**src/rtl/section_xlate.sv**
```systemverilog
module section_xlate #(
  parameter int IDX_W = 12
) (
  input  logic        clk,
  input  logic        rst_n,
  input  logic        req_valid,
  output logic        req_ready,
  input  logic [31:0] req_vaddr,
  input  logic        xlate_en,
  input  logic [31:0] tbl_base,
  output logic        rsp_valid,
  input  logic        rsp_ready,
  output logic [31:0] rsp_paddr,
  output logic        rsp_fault,
  output logic [3:0]  rsp_domain,
  output logic [1:0]  rsp_ap,
  output logic        rsp_apx,
  output logic        rsp_cache,
  output logic        rsp_buf,
  output logic        mem_rd,
  output logic [31:0] mem_addr,
  input  logic        mem_rvalid,
  input  logic [31:0] mem_rdata
);
  localparam int OFF_W = 32 - IDX_W;

  typedef enum logic [1:0] {S_IDLE, S_ISSUE, S_WAIT, S_RESP} st_t;
  st_t st;

  logic [OFF_W-1:0] off_q;
  logic [31:0]      addr_q, paddr_q;
  logic             fault_q, apx_q, c_q, b_q;
  logic [3:0]       dom_q;
  logic [1:0]       ap_q;

  logic is_sect;
  assign is_sect = mem_rdata[1:0] == 2'b10;

  logic unused_bits;
  assign unused_bits = ^{mem_rdata[OFF_W-1:16], mem_rdata[14:12], mem_rdata[9], mem_rdata[4]};

  always_ff @(posedge clk) begin
    if (!rst_n) begin
      st      <= S_IDLE;
      off_q   <= '0;
      addr_q  <= '0;
      paddr_q <= '0;
      fault_q <= 1'b0;
      dom_q   <= '0;
      ap_q    <= '0;
      apx_q   <= 1'b0;
      c_q     <= 1'b0;
      b_q     <= 1'b0;
    end else begin
      case (st)
        S_IDLE: if (req_valid) begin
          off_q <= req_vaddr[OFF_W-1:0];
          if (xlate_en) begin
            addr_q <= tbl_base + {{(30-IDX_W){1'b0}}, req_vaddr[31:OFF_W], 2'b00};
            st     <= S_ISSUE;
          end else begin
            paddr_q <= req_vaddr;
            fault_q <= 1'b0;
            dom_q   <= '0;
            ap_q    <= '0;
            apx_q   <= 1'b0;
            c_q     <= 1'b0;
            b_q     <= 1'b0;
            st      <= S_RESP;
          end
        end
        S_ISSUE: st <= S_WAIT;
        S_WAIT: if (mem_rvalid) begin
          fault_q <= !is_sect;
          paddr_q <= is_sect ? {mem_rdata[31:OFF_W], off_q} : '0;
          dom_q   <= is_sect ? mem_rdata[8:5] : '0;
          ap_q    <= is_sect ? mem_rdata[11:10] : '0;
          apx_q   <= is_sect & mem_rdata[15];
          c_q     <= is_sect & mem_rdata[3];
          b_q     <= is_sect & mem_rdata[2];
          st      <= S_RESP;
        end
        S_RESP: if (rsp_ready) st <= S_IDLE;
        default: st <= S_IDLE;
      endcase
    end
  end

  assign req_ready  = st == S_IDLE;
  assign rsp_valid  = st == S_RESP;
  assign mem_rd     = st == S_ISSUE;
  assign mem_addr   = addr_q;
  assign rsp_paddr  = paddr_q;
  assign rsp_fault  = fault_q;
  assign rsp_domain = dom_q;
  assign rsp_ap     = ap_q;
  assign rsp_apx    = apx_q;
  assign rsp_cache  = c_q;
  assign rsp_buf    = b_q;
endmodule

```
**config.mk**
```make
export PLATFORM = sky130hd
export DESIGN_NAME = section_xlate
export DESIGN_NICKNAME = d
export VERILOG_FILES = /design/src/rtl/section_xlate.sv
export SDC_FILE = /design/constraint.sdc
export NUM_CORES = 1
export LEC_CHECK = 0
export BUFFER_PORTS_ARGS = -buffer_cell sky130_fd_sc_hd__buf_2
export CORE_MARGIN = 5
export CORE_UTILIZATION = 35
export DETAILED_ROUTE_END_ITERATION = 8
export GPL_TIMING_DRIVEN = 0
export HOLD_SLACK_MARGIN = 0.03
export SLEW_MARGIN = 10
export SYNTH_ARGS = -nofsm -noshare
export SYNTH_HDL_FRONTEND = slang
export SYNTH_SLANG_ARGS = --single-unit
export TNS_END_PERCENT = 30
```
**constraint.sdc**
```tcl
create_clock -name clk -period 4.9 [get_ports clk]
set_clock_uncertainty 0.05 [all_clocks]
set_input_delay 1.47 -clock clk [delete_from_list [all_inputs] [get_ports clk]]
set_output_delay 1.47 -clock clk [all_outputs]
set_load 0.02 [all_outputs]
```
==> metrics.csv <==
stage,metric,value,unit
status,outcome,finished clean,
die,Die Ht,125,um
layout,Fill cells,1338,
worst_setup_path,startpoint class of the critical path,primary input,
min_path,HP Class,flop to flop,
worst_setup_path,Critical path buffers and inverters,1,
logic_synthesis,Syn Std Cell Area,0.00461,sq mm
worst_setup_path,"Slowest-stage cell, CP",a22oi_2,
place,DP Worst Slack,1240,ps
sta,RSZ-0062 raised after global routing,false,
sta,final setup vio count,0,
logic_synthesis,post-synthesis async set-or-reset flop share,0,
worst_setup_path,top cell family by delay on the critical path,compound AO/OA/AOI/OAI gates,
grt,number of global-route vias before repair,4484,
worst_setup_path,CP Capture Type,flop,
routing,DRC,0,
place,hpwl dp,11600,um
die,Rows,42,
clock_network,clk slew on worst S/H paths,70,ps
grt,initial antenna violation count,2,
routing,Iteration-0 DRC Markers,250,
logic_synthesis,top_reg_cell synth,dfxtp_1,
grt,gr usage total,0.183,
layout,"Cell Count, Final, Fillers Out",916,
power,Peak VDD IR,0.181,mV
logic_synthesis,Synth Register Bits,96,
worst_setup_path,Critical Path Max Stage Delay,440,ps
worst_setup_path,Crit Path Category,primary input to flop,
place,GPL Wtd Cong,0.820,
die,die span in x,125,um
logic_synthesis,top-area cell type share of the netlist area,0.417,
sta,relative slew slack,0.419,
sta,Final Critical Period,3350,ps
layout,Layout area overhead,29.5,%
clock_network,setup bufs post-CTS,0,
grt,global route total overflow,0,
layout,fin util,0.456,
layout,"commonest cells after routing, fill and taps aside","169 x buf_2, 96 x dfxtp_1, 86 x nand2_1",
sta,final number of hold-violating endpoints,0,
grt,first-pass GRT wire length,23100,um
logic_synthesis,sequential area share after synthesis,0.417,
die,die area,0.0156,sq mm
clock_network,Longest Clk Path Bufs,2,
sta,fin. max-slew vios,0,
sta,final setup margin,1550,ps
worst_setup_path,Arrival @ worst endpoint,3500,ps
clock_network,TritonCTS buffer count,9,
routing,TritonRoute pass-1 iters,5,
logic_synthesis,Synth area leader,dfxtp_1,
logic_synthesis,Post-synth EDFFs,0,
clock_network,clk_lat worst skew,340,ps
clock_network,Resized Gates After CTS,0,
layout,Post-layout nets,853,
sta,max frequency,299,MHz
clock_network,CTS Sinks,96,
routing,WL/cell,15.8,um
logic_synthesis,Synthesis Warnings,0,
power,Power Dens Cells,489,mW/mm^2
grt,largest net degree at the start of global routing,17,
layout,share of layout cells above drive strength 1,0.268,
sta,Worst-Margin Slew,868,ps
die,CORE AREA,0.0131,sq mm
clock_network,CTS Root Cell,clkbuf_16,
routing,Routed Antenna Nets,0,
logic_synthesis,syn_nets,674,
worst_setup_path,critical-path cell list,buf_2 -> ha_1 -> a21o_1 -> a221o_2 -> a22oi_2 -> nand2_1 -> mux2i_1 -> o22ai_1,
clock_network,CTS tree,built,
logic_synthesis,"Avg Cell Area, Syn",8.30,sq um
logic_synthesis,library cells used by synthesis,54,
routing,Vias/cell,5.09,
layout,"commonest non-fill, non-tap cell in the layout",buf_2,
power,Pleak,2.58,nW
sta,setup TNS,0,ps
logic_synthesis,ranking of synthesized cells by area,"dfxtp_1 42%, nand2_1 7.0%, a21oi_1 6.0%",
worst_setup_path,Required @ worst endpoint,5050,ps
place,Placed Cells,899,
clock_network,cts hold-fix bufs,0,
die,initial core utilization,0.352,
sta,Final period util,0.683,
worst_setup_path,"Max FO, Critical Path",9,
clock_network,Max H-tree Level,3,
place,port buffer count,168,
logic_synthesis,Syn Inst Count,555,
die,I/O pin cnt,179,
job,Max Cap Viol,0,
routing,drt total wl,14500,um
routing,DR vias,4662,
==> stage by stage <==
stage	hold WS, ps	cell area [sq um]	power (mW)
floorplan	386	4610	1.85
global placement	383	5670	2.22
detailed placement	390	5670	2.24
CTS	401	5960	2.95
global route	414	5970	3.12
finish	399	5970	2.92
==> logic make-up after synthesis <==
group,after synthesis,share of synthesized area
AO/OA/AOI/OAI,140,0.201
buffers and inverters,48,0.0394
adder cells (fa/ha/maj),17,0.0478
flip-flops,96,0.417
multiplexers,26,0.0565
AND/OR/NAND/NOR,213,0.210
XOR/XNOR,15,0.0285
==> per-layer routing <==
metal,part of all wire,vias to the layer above,GRT usage
met2,0.46,193,0.297
li1,-,2354,-
met5,0.00076,-,0
met3,0.086,18,0.0562
met1,0.43,2095,0.233
met4,0.017,2,0.0580
==> Yosys cell counts, drive strengths merged (2+ instances only) <==
cell and instances:
nor4 2, inv 12, nand2 87, o21bai 2, and2 2, o21ai 16, buf 4, a221oi 12
dfxtp 96, o21a 2, a21oi 55, a21boi 2, a21o 3, nor3b 2, ha 16, nand4 9
or4 2, nor2 51, and3 5, o211ai 4, nor3 17, o22ai 4, clkbuf 31, nor2b 3
and4 3, mux2i 26, a31oi 4, xor2 4, or2 3, xnor2 11, nand3 23, a211oi 29
==> worst paths after layout <==
| check | endpoint | cells past startpoint | startpoint | slack [ps] |
|---|---|---|---|---|
| setup / recovery | mem_addr[21]$_SDFFE_PN0P_ | 8 | req_vaddr[27] | 1550 |
| hold / removal | rsp_ap[0]$_SDFFE_PN0P_ | 2 | rsp_ap[0]$_SDFFE_PN0P_ | 400 |
| setup reg to reg | rsp_paddr[6]$_SDFFE_PN0P_ | 10 | st[0]$_SDFFE_PN0P_ | 2280 |
| hold reg to reg | rsp_ap[0]$_SDFFE_PN0P_ | 2 | rsp_ap[0]$_SDFFE_PN0P_ | 400 |
==> report_power, final <==
part           switching [mW]  internal (mW)  leakage (nW)
Clock                   0.304          0.399         0.147
Sequential             0.0845          0.949         0.787
Combinational           0.779          0.404          1.65
Total                    1.17           1.75          2.58
==> registers in the layout (all words and copies together) (netlist names) <==
name / cells
rsp_buf: 1
rsp_fault: 1
rsp_ap: 2
rsp_cache: 1
rsp_apx: 1
off_q: 20
rsp_domain: 4
st: 2
mem_addr: 32
rsp_paddr: 32
==> tightest hold or removal path, cell delays in order (launching register included) <==
cell and delay, ps:
dfxtp_1 310, nand2_1 50, a21oi_1 50
==> layout make-up <==
class | count | area (sq um) | area share
antenna | 1 | 2.50 | 0.000419
buffer | 35 | 133 | 0.0222
clock buffer | 10 | 229 | 0.0384
clock inverter | 6 | 66.3 | 0.0111
inverter | 13 | 48.8 | 0.00818
multi-input combinational | 411 | 2500 | 0.420
sequential | 96 | 1920 | 0.322
tap | 176 | 220 | 0.0369
timing repair buffer | 168 | 841 | 0.141
No activity file was read; power rests on OpenSTA's default activity.
